==> src/rtl/brPkg.sv <==
package brPkg;
  typedef enum logic [2:0] {
    CondEq = 3'd0, CondGt = 3'd1, CondGe = 3'd2,
    CondLt = 3'd3, CondLe = 3'd4, CondNe = 3'd5
  } condCode_e;

  typedef enum logic [1:0] {
    SrcZero = 2'd0, SrcOne = 2'd1, SrcTop = 2'd2, SrcTopPop = 2'd3
  } aSrc_e;

  // strobes from control to datapath
  typedef struct packed {
    logic load;
    logic redirect;
  } ctlStrobes_t;

  localparam int unsigned NumCounters = 4;
  localparam int unsigned IdxGoodJump = 0;
  localparam int unsigned IdxBadJump  = 1;
  localparam int unsigned IdxGoodFall = 2;
  localparam int unsigned IdxBadFall  = 3;
endpackage

==> src/rtl/brDatapath.sv <==
module brDatapath
  import brPkg::*;
#(
  parameter int unsigned DATA_W  = 32,
  parameter int unsigned PC_W    = 32,
  parameter int unsigned DISP_W  = 8,
  parameter int unsigned IMM_W   = 8,
  parameter int unsigned PENALTY = 3,
  localparam int unsigned PEN_W  = $clog2(PENALTY + 1)
) (
  input  logic              clk,
  input  logic              rstN,
  input  ctlStrobes_t       ctl,
  input  logic              byteCmp,
  input  logic [2:0]        condSel,
  input  logic [1:0]        aSel,
  input  logic [DATA_W-1:0] stackTop,
  input  logic [DATA_W-1:0] bOperand,
  input  logic [IMM_W-1:0]  alpha,
  input  logic [DISP_W-1:0] beta,
  input  logic [PC_W-1:0]   thisPc,
  output logic              takenNow,
  output logic              takenQ,
  output logic              redirectQ,
  output logic [PEN_W-1:0]  penaltyQ,
  output logic [PC_W-1:0]   targetQ,
  output logic [1:0]        deltaQ
);
  logic [DATA_W-1:0] aVal, bVal;
  logic              isEq, isLt, popNow;
  logic [PC_W-1:0]   dispExt;

  always_comb begin
    if (byteCmp) begin
      aVal = stackTop;
      bVal = {{(DATA_W-IMM_W){1'b0}}, alpha};
    end else begin
      bVal = bOperand;
      case (aSrc_e'(aSel))
        SrcZero: aVal = '0;
        SrcOne:  aVal = {{(DATA_W-1){1'b0}}, 1'b1};
        default: aVal = stackTop;
      endcase
    end
  end

  assign isEq   = (aVal == bVal);
  assign isLt   = ($signed(aVal) < $signed(bVal));
  assign popNow = byteCmp || (aSel == SrcTopPop);

  always_comb begin
    case (condSel)
      CondEq:  takenNow = isEq;
      CondGt:  takenNow = !isEq && !isLt;
      CondGe:  takenNow = !isLt;
      CondLt:  takenNow = isLt;
      CondLe:  takenNow = isLt || isEq;
      CondNe:  takenNow = !isEq;
      default: takenNow = 1'b0;
    endcase
  end

  assign dispExt = {{(PC_W-DISP_W){beta[DISP_W-1]}}, beta};

  always_ff @(posedge clk) begin
    if (!rstN) begin
      takenQ    <= 1'b0;
      redirectQ <= 1'b0;
      penaltyQ  <= '0;
      targetQ   <= '0;
      deltaQ    <= 2'b00;
    end else if (ctl.load) begin
      takenQ    <= takenNow;
      redirectQ <= ctl.redirect;
      penaltyQ  <= ctl.redirect ? PEN_W'(PENALTY) : '0;
      targetQ   <= thisPc + dispExt;
      deltaQ    <= popNow ? 2'b11 : 2'b00;
    end
  end

  // registered results hold between loads
  a_r10_hold: assert property (@(posedge clk) disable iff (!rstN)
    !ctl.load |=> ($stable(takenQ) && $stable(targetQ) && $stable(deltaQ)));
  // delta only ever zero or minus one
  a_r11_delta_legal: assert property (@(posedge clk) disable iff (!rstN)
    (deltaQ == 2'b00) || (deltaQ == 2'b11));
endmodule

==> src/rtl/brControl.sv <==
module brControl
  import brPkg::*;
#(
  parameter int unsigned CNT_W = 32
) (
  input  logic             clk,
  input  logic             rstN,
  input  logic             start,
  input  logic             predictTaken,
  input  logic             takenNow,
  output ctlStrobes_t      ctl,
  output logic             validQ,
  output logic [CNT_W-1:0] goodJumps,
  output logic [CNT_W-1:0] badJumps,
  output logic [CNT_W-1:0] goodFalls,
  output logic [CNT_W-1:0] badFalls
);
  localparam logic [CNT_W-1:0] CntMax = '1;

  logic [NumCounters-1:0] bump;
  logic [CNT_W-1:0]       cnt [NumCounters];

  assign ctl.load     = start;
  assign ctl.redirect = start && (takenNow != predictTaken);

  always_comb begin
    bump = '0;
    if (start) begin
      if (predictTaken) bump[takenNow ? IdxGoodJump : IdxBadJump] = 1'b1;
      else              bump[takenNow ? IdxBadFall  : IdxGoodFall] = 1'b1;
    end
  end

  for (genvar i = 0; i < NumCounters; i++) begin : gCnt
    always_ff @(posedge clk) begin
      if (!rstN)                          cnt[i] <= '0;
      else if (bump[i] && cnt[i] != CntMax) cnt[i] <= cnt[i] + 1'b1;
    end
    // saturated counter stays saturated
    a_r9_saturate: assert property (@(posedge clk) disable iff (!rstN)
      (cnt[i] == CntMax) |=> (cnt[i] == CntMax));
    // counters only step up by one or hold
    a_r8_monotone: assert property (@(posedge clk) disable iff (!rstN)
      ##1 ((cnt[i] == $past(cnt[i])) || (cnt[i] == $past(cnt[i]) + 1'b1)));
  end

  assign goodJumps = cnt[IdxGoodJump];
  assign badJumps  = cnt[IdxBadJump];
  assign goodFalls = cnt[IdxGoodFall];
  assign badFalls  = cnt[IdxBadFall];

  always_ff @(posedge clk) begin
    if (!rstN) validQ <= 1'b0;
    else       validQ <= start;
  end

  // valid exactly one cycle after start
  a_r10_valid_after_start: assert property (@(posedge clk) disable iff (!rstN)
    start |=> validQ);
  a_r10_no_spurious_valid: assert property (@(posedge clk) disable iff (!rstN)
    !start |=> !validQ);
  // at most one counter moves per resolved branch
  a_r8_one_bump: assert property (@(posedge clk) disable iff (!rstN)
    $onehot0(bump));
endmodule

==> src/rtl/branchResolver.sv <==
module branchResolver
  import brPkg::*;
#(
  parameter int unsigned DATA_W  = 32,
  parameter int unsigned PC_W    = 32,
  parameter int unsigned CNT_W   = 32,
  parameter int unsigned PENALTY = 3
) (
  input  logic              clk,
  input  logic              rstN,
  input  logic              start,
  input  logic              byteCmp,
  input  logic [2:0]        condSel,
  input  logic [1:0]        aSel,
  input  logic              predictTaken,
  input  logic [DATA_W-1:0] stackTop,
  input  logic [DATA_W-1:0] bOperand,
  input  logic [7:0]        alpha,
  input  logic [7:0]        beta,
  input  logic [PC_W-1:0]   thisPc,
  output logic              resValid,
  output logic              taken,
  output logic              redirect,
  output logic [1:0]        penalty,
  output logic [PC_W-1:0]   target,
  output logic [1:0]        stackDelta,
  output logic [CNT_W-1:0]  goodJumps,
  output logic [CNT_W-1:0]  badJumps,
  output logic [CNT_W-1:0]  goodFalls,
  output logic [CNT_W-1:0]  badFalls
);
  ctlStrobes_t ctl;
  logic        takenNow;

  brControl #(.CNT_W(CNT_W)) control_i (
    .clk, .rstN, .start, .predictTaken, .takenNow, .ctl,
    .validQ(resValid), .goodJumps, .badJumps, .goodFalls, .badFalls
  );

  brDatapath #(.DATA_W(DATA_W), .PC_W(PC_W), .DISP_W(8), .IMM_W(8),
               .PENALTY(PENALTY)) datapath_i (
    .clk, .rstN, .ctl, .byteCmp, .condSel, .aSel, .stackTop, .bOperand,
    .alpha, .beta, .thisPc, .takenNow, .takenQ(taken), .redirectQ(redirect),
    .penaltyQ(penalty), .targetQ(target), .deltaQ(stackDelta)
  );

  // redirect flags disagreement between outcome and prediction
  a_r6_redirect_mismatch: assert property (@(posedge clk) disable iff (!rstN)
    start |=> (redirect == (taken != $past(predictTaken))));
  // penalty follows redirect
  a_r7_penalty_on_redirect: assert property (@(posedge clk) disable iff (!rstN)
    redirect |-> (penalty == 2'(PENALTY)));
  a_r7_no_penalty: assert property (@(posedge clk) disable iff (!rstN)
    !redirect |-> (penalty == 2'd0));
endmodule

==> config.mk <==
export PLATFORM = sky130hd
export DESIGN_NAME = branchResolver
export DESIGN_NICKNAME = d
export VERILOG_FILES = /design/src/rtl/brPkg.sv /design/src/rtl/brDatapath.sv /design/src/rtl/brControl.sv /design/src/rtl/branchResolver.sv
export SDC_FILE = /design/constraint.sdc
export NUM_CORES = 1
export LEC_CHECK = 0
export BUFFER_PORTS_ARGS = -buffer_cell sky130_fd_sc_hd__buf_4
export CAP_MARGIN = 20
export CORE_ASPECT_RATIO = 1.25
export CORE_MARGIN = 2
export CORE_UTILIZATION = 49
export DETAILED_ROUTE_END_ITERATION = 8
export GPL_TIMING_DRIVEN = 0
export PLACE_DENSITY_LB_ADDON = 0.2
export SLEW_MARGIN = 25
export SYNTH_ARGS = -nofsm -noshare
export SYNTH_HDL_FRONTEND = slang
export SYNTH_SLANG_ARGS = --single-unit
==> constraint.sdc <==
create_clock -name clk -period 5.1 [get_ports clk]
set_input_delay 1.02 -clock clk [delete_from_list [all_inputs] [get_ports clk]]
set_output_delay 1.02 -clock clk [all_outputs]
set_load 0.02 [all_outputs]
Yosys cells after proc, flatten, opt, wreduce, memory -nomap -nowiden
Memory sizes are Yosys's and may differ from the RTL's.
Index checks and enable logic that the tools add are counted.

word-level totals
  logic and storage cells = 79
  output and inout port bits = 167
  memories = 1
  flip-flop bits (word level) = 39
  bits of input ports = 122
  memory bits (writable) = 128

memories
  name           words  bits a word  read ports  clocked after Yosys merged registers in  wr ports  line             RTL
  control_i.cnt  4      32           4           0                                        4         brControl.sv:21  logic [CNT_W-1:0] cnt [NumCounters];

operators by class
  equality and inequality tests = 13
  bitwise operators = 4
  mux-type cells = 31
  magnitude comparators = 5
  reductions and logical operators = 14
  add/subtract/negate cells = 5

operator list
  operator               number
  $mux 32                6
  $add 32x1->32 const B  4
  $ne 32x32->1 const B   4
  $ge 32x1->1 const B    2
  $lt 32x3->1 const B    2
  $pmux 32 s2            1
  $add 32x32->32         1
  $eq 32x32->1           1
  $lt 32x32->1           1
  $mux 1                 17
  $logic_and 1x1->1      8
  $mux 4                 2
  $eq 3x2->1 const B     2
  $eq 3x3->1 const B     2
  $pmux 1 s6             1
  $demux 1 s2            2
  $mux 2                 2
  $or 1x1->1             4
  $eq 3x1->1 const B     1
  $logic_not 3->1        1
  $eq 2x1->1 const B     1
  $eq 2x2->1 const B     1
  $logic_not 1->1        2
  $logic_not 2->1        1
  other kinds (2)        3

Logic depth before layout (Yosys ltp)
Gate-level depths: netlist of the first run.

  word-level depth = 19
  gate-level depth with buffers = 19
  gate-level depth less buffers = 16

By module
A second synthesis of the first run with hierarchy kept.

second synthesis, totals
  cells, all modules = 1,143
  area total of the unflattened synthesis = 11,056.9 um2

by module, submodules not included
  module      cells an instance  instances  area an instance (um2)
  brControl   650                1          7,066.8
  brDatapath  493                1          3,990.1

Worst setup path before layout of the first run
No wires, ideal clock.

  path kind = input to register
  start = input port byteCmp
  end = memory control_i.cnt[2][0], enable pin
  setup time = 0.394 ns
  stages = 17
  data arrival time = 4.969 ns
  required time = 4.706 ns
  setup slack = -0.263 ns
  cell sequence = clkbuf_1 -> nor2_1 -> clkbuf_1 -> nor2b_1 -> ha_1 -> nand4_1 -> or4_1 -> nor3_1 -> nand3_1 -> and4b_1 -> nor3_1 -> nand2_1 -> a31oi_1 -> ha_1 -> nand2_1 -> a31oi_1 -> nand2b_1

RTL lines
  element          line                  RTL
  start, declared  branchResolver.sv:12  input logic byteCmp,
  end, declared    brControl.sv:21

==> out/results.txt, run 1 <==
status = finished clean
top_reg_cell synth = edfxtp_1
Hold Path Class = reg2reg
worst hold path depth = 2
initial core utilization = 50.1%
EDFF count, synth = 128
largest net degree at the start of global routing = 33
Clock Latency Late Sink = 0.42 ns
crit-path max FO = 10
IO Count = 289
number of diodes = 0
vias in the first global route = 9180
post-route ant nets = 0
Sw Ratio = 31.5%
Root Driver = clkbuf_16
Mapped Cells = 1150
cell area after synthesis = 10800 um2
Crit Path Class = in2reg
Num CTS Buffers = 17
max-cap check violation count = 0
antenna violations before repair = 0
Synth Register Bits = 164
Seq/Total Area, Yosys = 42.3%
crit path capture type = register
Fin Hold WS = 0.468 ns
Layout area overhead = 29.8%
Setup crit start kind = input port
remaining global-route overflow = 0
most frequent cells in the layout = buf_4, nor2_1, edfxtp_1
Cell variety after synth = 66
mean post-synth cell area = 9.39 um2
hold path startpoint = datapath_i.targetQ[25]$_SDFFE_PN0P_
most common cell after layout, fill and taps aside = buf_4
Clock Skews = 0.00874 ns
Compound-Gate Fraction of Synth Area = 9.10%
Post-Synthesis Net Count = 1344
CTS sink cnt = 164
DRT iter0 DRCs = 539
worst-margin pin slew = 1.22 ns
Hold Path Sink = datapath_i.targetQ[25]$_SDFFE_PN0P_
Net Sw Power = 1.19 mW
drt wl/cell = 16.6 um
Placed Cells = 1715
Synth warnings = 0
layout cells sized above 1 = 24.8%
total number of vias = 9561
Total Power = 3.79 mW
drt pass-1 iters = 4
Max clock buf depth = 2
first-pass GRT wire length = 45000 um
Synth Area in XOR/XNOR = 11.1%
Post-Place Cell Area = 13300 um2
crit path launch = byteCmp
Die Footprint = 23200 um2
LEAKAGE = 5.84 nW
final instance area = 14000 um2
PwrDens = 270 nW/um2
final slew viol count = 0
final setup fails = 0
CTS H-tree lvls = 4
final net count = 1652
Max VDD drop = 0.235 mV
mux cell area share after synthesis = 1.97%
GP Congestion = 0.912
main combinational cell family by area after synthesis = simple AND/OR/NAND/NOR gates
Reg power frac = 43.5%
Vias/cell = 5.46
row count = 60
Comb pwr share = 23.2%
DP HPWL = 21900 um
clock share of power = 33.2%
CTS tree = built
Register Area = 4560 um2
Crit Reg-Reg Endpoint = control_i.cnt[0][7]$_SDFFCE_PN0P_
total core area = 21500 um2
Post-Layout Cell Count = 1750
port bufs = 286
R2R Setup Slk = 2.13 ns
final wirelength = 29000 um
RSZ-0062 raised after global routing = true
Synth async-reset ratio = 0%
GRT Total Usage = 24.4%
DIE HEIGHT = 170 um
fin crit period = 4.80 ns
footprint of the multi-input gates = 6060 um2
fmax = 0.208 GHz
Chip Width = 137 um
FILL cells = 1852
clock slew at reported path FFs = 0.07 ns
Arr. time, crit path = 5.07 ns
Synth Area in Simple Gates = 24.4%
Worst Path Required = 5.38 ns
fin crit share = 94.1%
RR Startpoint = control_i.cnt[0][0]$_SDFFCE_PN0P_
Hold Violations, Final = 0
Slew headroom = 18.6%
Adder-Cell Fraction of Synth Area = 8.41%
internal power = 2.59 mW
DRC = 0
R2R cell count = 10
layer usage:
metal	global-route usage (%)	part of all wire (%)
met5	0	0
met4	10.1	3.3
met3	4.94	5.8
met2	40.8	48
met1	30.7	43
flip-flops by register name, indices dropped and copies added, names as in the netlist:
register             cells
control_i.cnt          128
datapath_i.targetQ      32
control_i.validQ         1
datapath_i.deltaQ        1
datapath_i.penaltyQ      1
datapath_i.takenQ        1
worst max-delay path: stages:
cell and delay [ns]:
clkbuf_1 0.17, nor2_4 0.16, clkbuf_4 0.24, nor2b_1 0.07
ha_1 0.30, nand4_1 0.12, or4_1 0.58, nor3_2 0.28
nand3_1 0.18, and4b_1 0.24, nor3_1 0.26, nand2_1 0.12
a31oi_1 0.25, ha_1 0.20, nand2_1 0.10, a31oi_4 0.25
nand2_1 0.14, buf_4 0.27, nor2_1 0.12
power groups by stage:
stage | Combinational (mW) | Sequential (mW) | Clock (mW)
after floorplan | 0.406 | 1.77 | 0
after global placement | 0.850 | 1.67 | 0
after detailed placement | 0.861 | 1.68 | 0
after CTS | 0.870 | 1.65 | 1.28
after global routing | 0.960 | 1.66 | 1.34
final | 0.879 | 1.65 | 1.26
cells by family (layout without fill, tap and decap cells):
family | count (synthesis) | count (layout)
adders and majority gates | 72 | 72
muxes | 21 | 21
buffers and inverters | 70 | 388
AOI/OAI and AO/OA | 147 | 147
xor gates and xnor gates | 137 | 137
DFF | 164 | 164
and+or+nand+nor | 539 | 542
through the flow:
step	setup slack (ns)	setup TNS (ns)	utilization [%]
floorplan	0.0511	0	-
global placement	-0.892	-125.64	61.7
detailed placement	-0.849	-126.73	61.7
CTS	0.0407	0	64.5
global route	-0.0459	-0.643	65.0
finish	0.302	0	65.0
how the worst max path moves through the flow:
| stage | to | slack, ns |
|---|---|---|
| finish | control_i.cnt[2][22]$_SDFFCE_PN0P_ | 0.30 |
| global route | control_i.cnt[2][25]$_SDFFCE_PN0P_ | -0.05 |
| CTS | control_i.cnt[2][24]$_SDFFCE_PN0P_ | 0.04 |
| detailed placement | control_i.cnt[2][19]$_SDFFCE_PN0P_ | -0.85 |
| global placement | control_i.cnt[3][20]$_SDFFCE_PN0P_ | -0.89 |
| floorplan | control_i.cnt[3][0]$_SDFFCE_PN0P_ | 0.05 |
what timing repair did:
| action | in CTS | in global routing |
|---|---|---|
| gates cloned | 1 | 2 |
| gates resized for setup | 6 | 35 |
| buffers inserted | 0 | 0 |
| hold buffers | 0 | 0 |
| setup endpoints to repair | 128 | 252 |
cell usage after synthesis (8+ instances only):
cell type  count  share of area (%)
nor2_1       189                6.6
edfxtp_1     128                 36
nand2_1       88                3.1
xor2_1        77                6.2
ha_1          71                8.2
nand3_1       65                3.0
xnor2_1       60                4.9
nor2b_1       39                2.3
and3_1        36                2.1
dfxtp_1       36                6.7
a21oi_1       35                1.6
nand2b_1      32                1.9
inv_1         28               0.97
nor3_1        28                1.3
o21ai_0       27                1.3
clkbuf_1      23               0.80
nand4_1       20                1.2
mux2i_1       19                1.8
a21o_1        17                1.2
buf_2         11               0.51
a31oi_1       10               0.58
a211oi_1       8               0.56
cell type report:
cell class	count	area share [%]
Timing Repair Buffer	286	15.3
Clock inverter	14	0.991
Clock buffer	18	3.06
Buffer	42	1.56
Tap cell	279	2.49
Multi-Input combinational cell	919	43.2
Sequential cell	164	32.6
Inverter	28	0.750
Power figures use the tool's default switching activity.
==> run 2, diff against run 1 <==
ABC_CLOCK_PERIOD_IN_PS = 4550   (was not set)
CORE_UTILIZATION = 54   (was 49)
clock period = 4.55 ns   (was 5.1 ns; I/O delays follow)
==> run 2 against run 1 <==
Routed wire length decreased by 0.43%. Clock-buffer cell count decreased by 1. First-iteration DRC count increased by 21%. Register-to-register slack got worse by 0.56 ns. Sequential power increased by 12%. Die area decreased by 9.0%. Via count decreased by 0.61%. Clock power increased by 13%. Cell count decreased by 0.57%.
==> out/results.txt, run 2 (same netlist as run 1, synthesis figures left out) <==
status = finished clean
DIE HEIGHT = 162 um (-4.6%)
number of flip-flops in the largest register = 128 (unchanged)
CTS tree = built
Clock Latency Late Sink = 0.44 ns (+0.02 ns)
Register Area = 4560 um2 (unchanged)
GR Util met3 = 6.36% (+1.4 points)
number of diodes = 0 (unchanged)
Post-Layout Cell Count = 1740 (-0.57%)
clock share of power = 33.4% (+0.2 points)
drt wl/cell = 16.6 um (+0.14%)
fmax = 0.230 GHz
footprint of the multi-input gates = 6110 um2 (+0.87%)
Place WS = -0.762 ns (+0.0874 ns)
Root Driver = clkbuf_16
CTS H-tree lvls = 4 (unchanged)
R2R Setup Slk = 1.57 ns (-0.56 ns)
Chip Width = 130 um (-4.6%)
Crit Path Class = in2reg
Total Power = 4.27 mW (+13%)
worst hold path depth = 2 (unchanged)
Arr. time, crit path = 4.53 ns (-0.54 ns)
row count = 57 (-5.0%)
Slew headroom = 48.7% (+30 points)
biggest regs = control_i.cnt: 128 flops, datapath_i.targetQ: 32 flops
Post-Place Cell Area = 13300 um2 (about the same)
CTS sink cnt = 164 (unchanged)
most common cell after layout, fill and taps aside = buf_4
worst-margin pin slew = 0.770 ns (-0.451 ns)
Clock Skews = 0.0176 ns (+0.00890 ns)
Vias/cell = 5.46 (about the same)
Max clock buf depth = 2 (unchanged)
initial core utilization = 55.3% (+5.1 points)
remaining global-route overflow = 0 (unchanged)
total number of vias = 9503 (-0.61%)
Sw Ratio = 31.7% (+0.18 points)
R2R cell count = 10 (unchanged)
Hold Path Sink = datapath_i.targetQ[6]$_SDFFE_PN0P_
final setup fails = 0 (unchanged)
Die Footprint = 21100 um2 (-9.0%)
Reg power frac = 43.2% (-0.3 points)
GRT Total Usage = 26.9% (+2.4 points)
DRT iter0 DRCs = 650 (+21%)
FILL cells = 1525 (-18%)
internal power = 2.92 mW (+12%)
Comb pwr share = 23.4% (+0.2 points)
crit-path max FO = 10 (unchanged)
max-cap check violation count = 0 (unchanged)
Worst Path Required = 4.74 ns (-0.64 ns)
fin crit share = 95.4%
GP Congestion = 0.893 (-2.1%)
LEAKAGE = 5.89 nW (+0.91%)
Hold Path Class = reg2reg
Net Sw Power = 1.35 mW (+13%)
drt pass-1 iters = 5 (+1)
layout cells sized above 1 = 25.6% (+0.81 points)
final wirelength = 28900 um (-0.43%)
met1 global-route usage = 32.4% (+1.7 points)
port bufs = 286 (unchanged)
crit path capture type = register
antenna violations before repair = 0 (unchanged)
PwrDens = 303 nW/um2 (+12%)
Layout area overhead = 30.7%
vias in the first global route = 9149 (-0.34%)
final worst slack = 0.209 ns (-0.0936 ns)
largest net degree at the start of global routing = 33 (unchanged)
Num CTS Buffers = 17 (unchanged)
DP HPWL = 21600 um (-1.3%)
RR Startpoint = control_i.cnt[2][0]$_SDFFCE_PN0P_
final instance area = 14100 um2 (+0.72%)
total core area = 19500 um2 (-9.3%)
met2 usage = 46.3% (+5.5 points)
post-route ant nets = 0 (unchanged)
hold path startpoint = datapath_i.targetQ[6]$_SDFFE_PN0P_
final slew viol count = 0 (unchanged)
Crit Reg-Reg Endpoint = control_i.cnt[2][3]$_SDFFCE_PN0P_
clock slew at reported path FFs = 0.07 ns (about the same)
final net count = 1656 (+0.24%)
Setup crit start kind = input port
Hold Violations, Final = 0 (unchanged)
fin crit period = 4.34 ns
IO Count = 289 (unchanged)
Reg with most FFs = control_i.cnt
Max VDD drop = 0.323 mV (+37%)
most frequent cells in the layout = buf_4, nor2_1, edfxtp_1
first-pass GRT wire length = 44900 um (-0.15%)
GRT busiest layer = met2
Placed Cells = 1701 (-0.82%)
DRC = 0 (unchanged)
## run 2: changes by cell type in the layout (fill, tap and decap cells not counted), sizes merged
| cell | delta |
|---|---|
| clkinv | +5 |
| buf | +4 |
| inv | -3 |
| clkbuf | -2 |
| clkinvlp | -1 |
| nand2b | +1 |
## run 2: critical path: stages
cell      delay, ns
clkbuf_2       0.14
nor2_4         0.16
clkbuf_8       0.20
nor2b_1        0.06
ha_1           0.29
nand4_1        0.12
or4_1          0.58
nor3_2         0.18
nand3_1        0.15
and4b_1        0.23
nor3_2         0.19
nand2_1        0.13
a31o_1         0.25
ha_1           0.24
o211ai_1       0.15
or2_1          0.14
buf_2          0.14
buf_4          0.18
nor2_1         0.07
## run 2: power by group through the flow
stage / clock, mW / combinational [mW] / sequential (mW)
2_1_floorplan: 0 / 0.458 / 1.99
3_3_place_gp: 0 / 0.958 / 1.87
3_5_place_dp: 0 / 0.969 / 1.88
4_1_cts: 1.44 / 0.988 / 1.84
5_1_grt: 1.49 / 1.09 / 1.86
6_report: 1.43 / 1.00 / 1.84
## run 2: worst max-delay path by stage
stage | startpoint | to | slack [ns] | cells after the start
final | byteCmp | control_i.cnt[3][6]$_SDFFCE_PN0P_ | 0.21 | 19
after global routing | byteCmp | control_i.cnt[3][6]$_SDFFCE_PN0P_ | -0.03 | 19
after CTS | byteCmp | control_i.cnt[1][5]$_SDFFCE_PN0P_ | -0.03 | 19
after detailed placement | byteCmp | control_i.cnt[1][12]$_SDFFCE_PN0P_ | -0.76 | 17
after global placement | byteCmp | control_i.cnt[1][15]$_SDFFCE_PN0P_ | -0.73 | 17
after floorplan | byteCmp | control_i.cnt[2][0]$_SDFFCE_PN0P_ | 0.02 | 17
## run 2: final cells by class
type,instances,area share [%]
plain buffers,42,1.75
clock buffers,17,3.01
clock inverters,15,1.14
inverters,28,0.745
multi-input cells,920,43.3
flip-flops and latches,164,32.3
well taps,265,2.35
repair buffers,289,15.4
## run 2: what timing repair did
action / in CTS / in global routing
pin swaps: 0 / 2
setup buffers: 1 / 1
endpoints found under the setup margin: 188 / 253
cloned: 3 / 2
gates resized for setup: 17 / 29
hold endpoints to repair: 0 / 0
hold buffers: 0 / 0
## run 2: through the flow
| step | hold slack, ns | TNS (ns) | utilization (%) |
|---|---|---|---|
| final | 0.468 | 0 | 72.2 |
| after global routing | 0.500 | -0.296 | 72.2 |
| after CTS | 0.472 | -0.153 | 71.7 |
| after detailed placement | 0.458 | -145.54 | 68.1 |
| after global placement | 0.452 | -136.98 | 68.1 |
| after floorplan | 0.541 | 0 | - |
## run 2: routing by layer
layer | share of wire (%) | wire, um
met1 | 41 | 11800
met2 | 49 | 14300
met3 | 6.6 | 1890
met4 | 3.2 | 923
met5 | 0 | 0
==> run 3, diff against run 2 <==
CORE_UTILIZATION = 28   (was 54)
CTS_BUF_LIST = sky130_fd_sc_hd__clkbuf_8   (was not set)
==> run 3 against run 2 <==
Largest cell class unchanged. Critical path type unchanged. Power is 8.0% lower. Critical endpoint is now control_i.cnt[3][30]$_SDFFCE_PN0P_. Sequential share of layout area is 0.29 points lower. Worst hold slack better by 0.0025 ns.
==> out/results.txt, run 3 (same netlist as run 1, synthesis figures left out) <==
antenna violations before repair = 4 (+4)
Worst Path Required = 4.79 ns (+0.05 ns)
most common cell after layout, fill and taps aside = buf_4
R2R cell count = 10 (unchanged)
Fin Hold WS = 0.470 ns (+0.00251 ns)
crit path launch = byteCmp
Crit Path Class = in2reg
Clock Latency Late Sink = 0.49 ns (+0.05 ns)
number of flip-flops in the largest register = 128 (unchanged)
fin crit period = 4.35 ns (+0.00403 ns)
Post-Layout Cell Count = 1973 (+13%)
total negative slack = 0 ns (unchanged)
Register Area = 4560 um2 (unchanged)
final setup fails = 0 (unchanged)
Clock Skews = 0.0174 ns (-0.000204 ns)
Hold Violations, Final = 0 (unchanged)
remaining global-route overflow = 0 (unchanged)
layout cells sized above 1 = 25.8% (+0.15 points)
Num CTS Buffers = 17 (unchanged)
port bufs = 286 (unchanged)
Chip Width = 180 um (+38%)
final worst slack = 0.205 ns (-0.00403 ns)
final slew viol count = 0 (unchanged)
LEAKAGE = 5.82 nW (-1.2%)
final net count = 1659 (+0.18%)
Setup crit end = control_i.cnt[3][30]$_SDFFCE_PN0P_
total core area = 38100 um2 (+95%)
footprint of the multi-input gates = 6150 um2 (+0.70%)
status = finished clean
drt wl/cell = 16.9 um (+1.7%)
final core utilization = 37.3% (-35 points)
RR Startpoint = control_i.cnt[0][0]$_SDFFCE_PN0P_
Crit Reg-Reg Endpoint = control_i.cnt[0][11]$_SDFFCE_PN0P_
Root Driver = clkbuf_8
first-pass GRT wire length = 51800 um (+15%)
row count = 80 (+40%)
Vias/cell = 4.78 (-13%)
final instance area = 14200 um2 (+0.91%)
Place WS = -1.09 ns (-0.332 ns)
PwrDens = 276 nW/um2 (-8.8%)
DRC = 0 (unchanged)
CTS sink cnt = 164 (unchanged)
biggest regs = control_i.cnt: 128 flops, datapath_i.targetQ: 32 flops
worst-margin pin slew = 0.872 ns (+0.103 ns)
crit-path max FO = 10 (unchanged)
total number of vias = 9422 (-0.85%)
Reg with most FFs = control_i.cnt
Max VDD drop = 0.146 mV (-55%)
Slew headroom = 41.8% (-6.9 points)
GP Congestion = 0.827 (-7.3%)
Post-Place Cell Area = 13600 um2 (+2.1%)
DIE HEIGHT = 224 um (+38%)
fin crit share = 95.5% (about the same)
IO Count = 289 (unchanged)
post-route ant nets = 0 (unchanged)
Max clock buf depth = 2 (unchanged)
Arr. time, crit path = 4.59 ns (+0.06 ns)
crit path capture type = register
CTS H-tree lvls = 4 (unchanged)
vias in the first global route = 9204 (+0.60%)
most frequent cells in the layout = buf_4, nor2_1, edfxtp_1
Hold Path Class = reg2reg
Total Power = 3.93 mW (-8.0%)
largest net degree at the start of global routing = 33 (unchanged)
final wirelength = 33300 um (+15%)
Layout area overhead = 31.9%
fmax = 0.230 GHz (about the same)
Placed Cells = 1928 (+13%)
DRT iter0 DRCs = 434 (-33%)
CTS tree = built
GRT Total Usage = 16.3% (-11 points)
clock slew at reported path FFs = 0.09 ns (+0.02 ns)
Setup crit start kind = input port
drt pass-1 iters = 4 (-1)
FILL cells = 3942 (+160%)
Die Footprint = 40200 um2 (+90%)
max-cap check violation count = 0 (unchanged)
R2R Setup Slk = 1.60 ns (+0.03 ns)
DP HPWL = 25000 um (+16%)
initial core utilization = 28.3% (-27 points)
run 3: critical path, cell delays in order:
cell and delay [ns]:
clkbuf_2 0.16, nor2_4 0.17, clkbuf_4 0.22, nor2b_1 0.07
ha_1 0.31, a21o_1 0.19, a21o_1 0.17, a221oi_1 0.23
o211ai_1 0.17, a211oi_2 0.30, mux2i_1 0.32, nand2_2 0.13
a31o_1 0.26, ha_1 0.28, o211ai_1 0.17, or2_1 0.14
buf_2 0.14, buf_4 0.18, nor2_1 0.06
run 3: how the worst min path moves through the flow:
stage	start	endpoint	slack, ns	cells past startpoint
2_1_floorplan	datapath_i.targetQ[9]$_SDFFE_PN0P_	datapath_i.targetQ[9]$_SDFFE_PN0P_	0.54	2
3_3_place_gp	datapath_i.targetQ[25]$_SDFFE_PN0P_	datapath_i.targetQ[25]$_SDFFE_PN0P_	0.46	2
3_5_place_dp	datapath_i.targetQ[6]$_SDFFE_PN0P_	datapath_i.targetQ[6]$_SDFFE_PN0P_	0.46	2
4_1_cts	datapath_i.targetQ[9]$_SDFFE_PN0P_	datapath_i.targetQ[9]$_SDFFE_PN0P_	0.47	2
5_1_grt	datapath_i.targetQ[9]$_SDFFE_PN0P_	datapath_i.targetQ[9]$_SDFFE_PN0P_	0.48	2
6_report	datapath_i.targetQ[6]$_SDFFE_PN0P_	datapath_i.targetQ[6]$_SDFFE_PN0P_	0.47	2
run 3: what timing repair did:
action,CTS,global route
pin swaps,1,3
hold buffers,0,0
cloned,6,1
setup endpoints to repair,250,250
gates resized for setup,29,19
buffers inserted,0,3
run 3: cell type report:
cell class                 count  area share, %
buffer                        42           1.70
antenna                        3         0.0527
timing repair buffer         291           15.4
tap                          492           4.32
inverter                      28          0.738
clock buffer                  17           1.64
sequential                   164           32.1
clock inverter                15          0.914
multi-input combinational    921           43.2
run 3: power by group:
group	leakage (nW)	internal (mW)	total [mW]	switching, mW
registers	1.64	1.73	1.85	0.114
clock network	0.180	0.434	1.06	0.622
logic	4.00	0.454	1.02	0.571
total	5.82	2.62	3.93	1.31
run 3: layer usage:
metal  GRT usage (%)  vias up  wire, um
met5               0        -         9
met4            5.87        2       657
met3            3.59       29      1490
met2            28.4      190     16600
met1            19.8     4481     14500
li1                -     4720         -
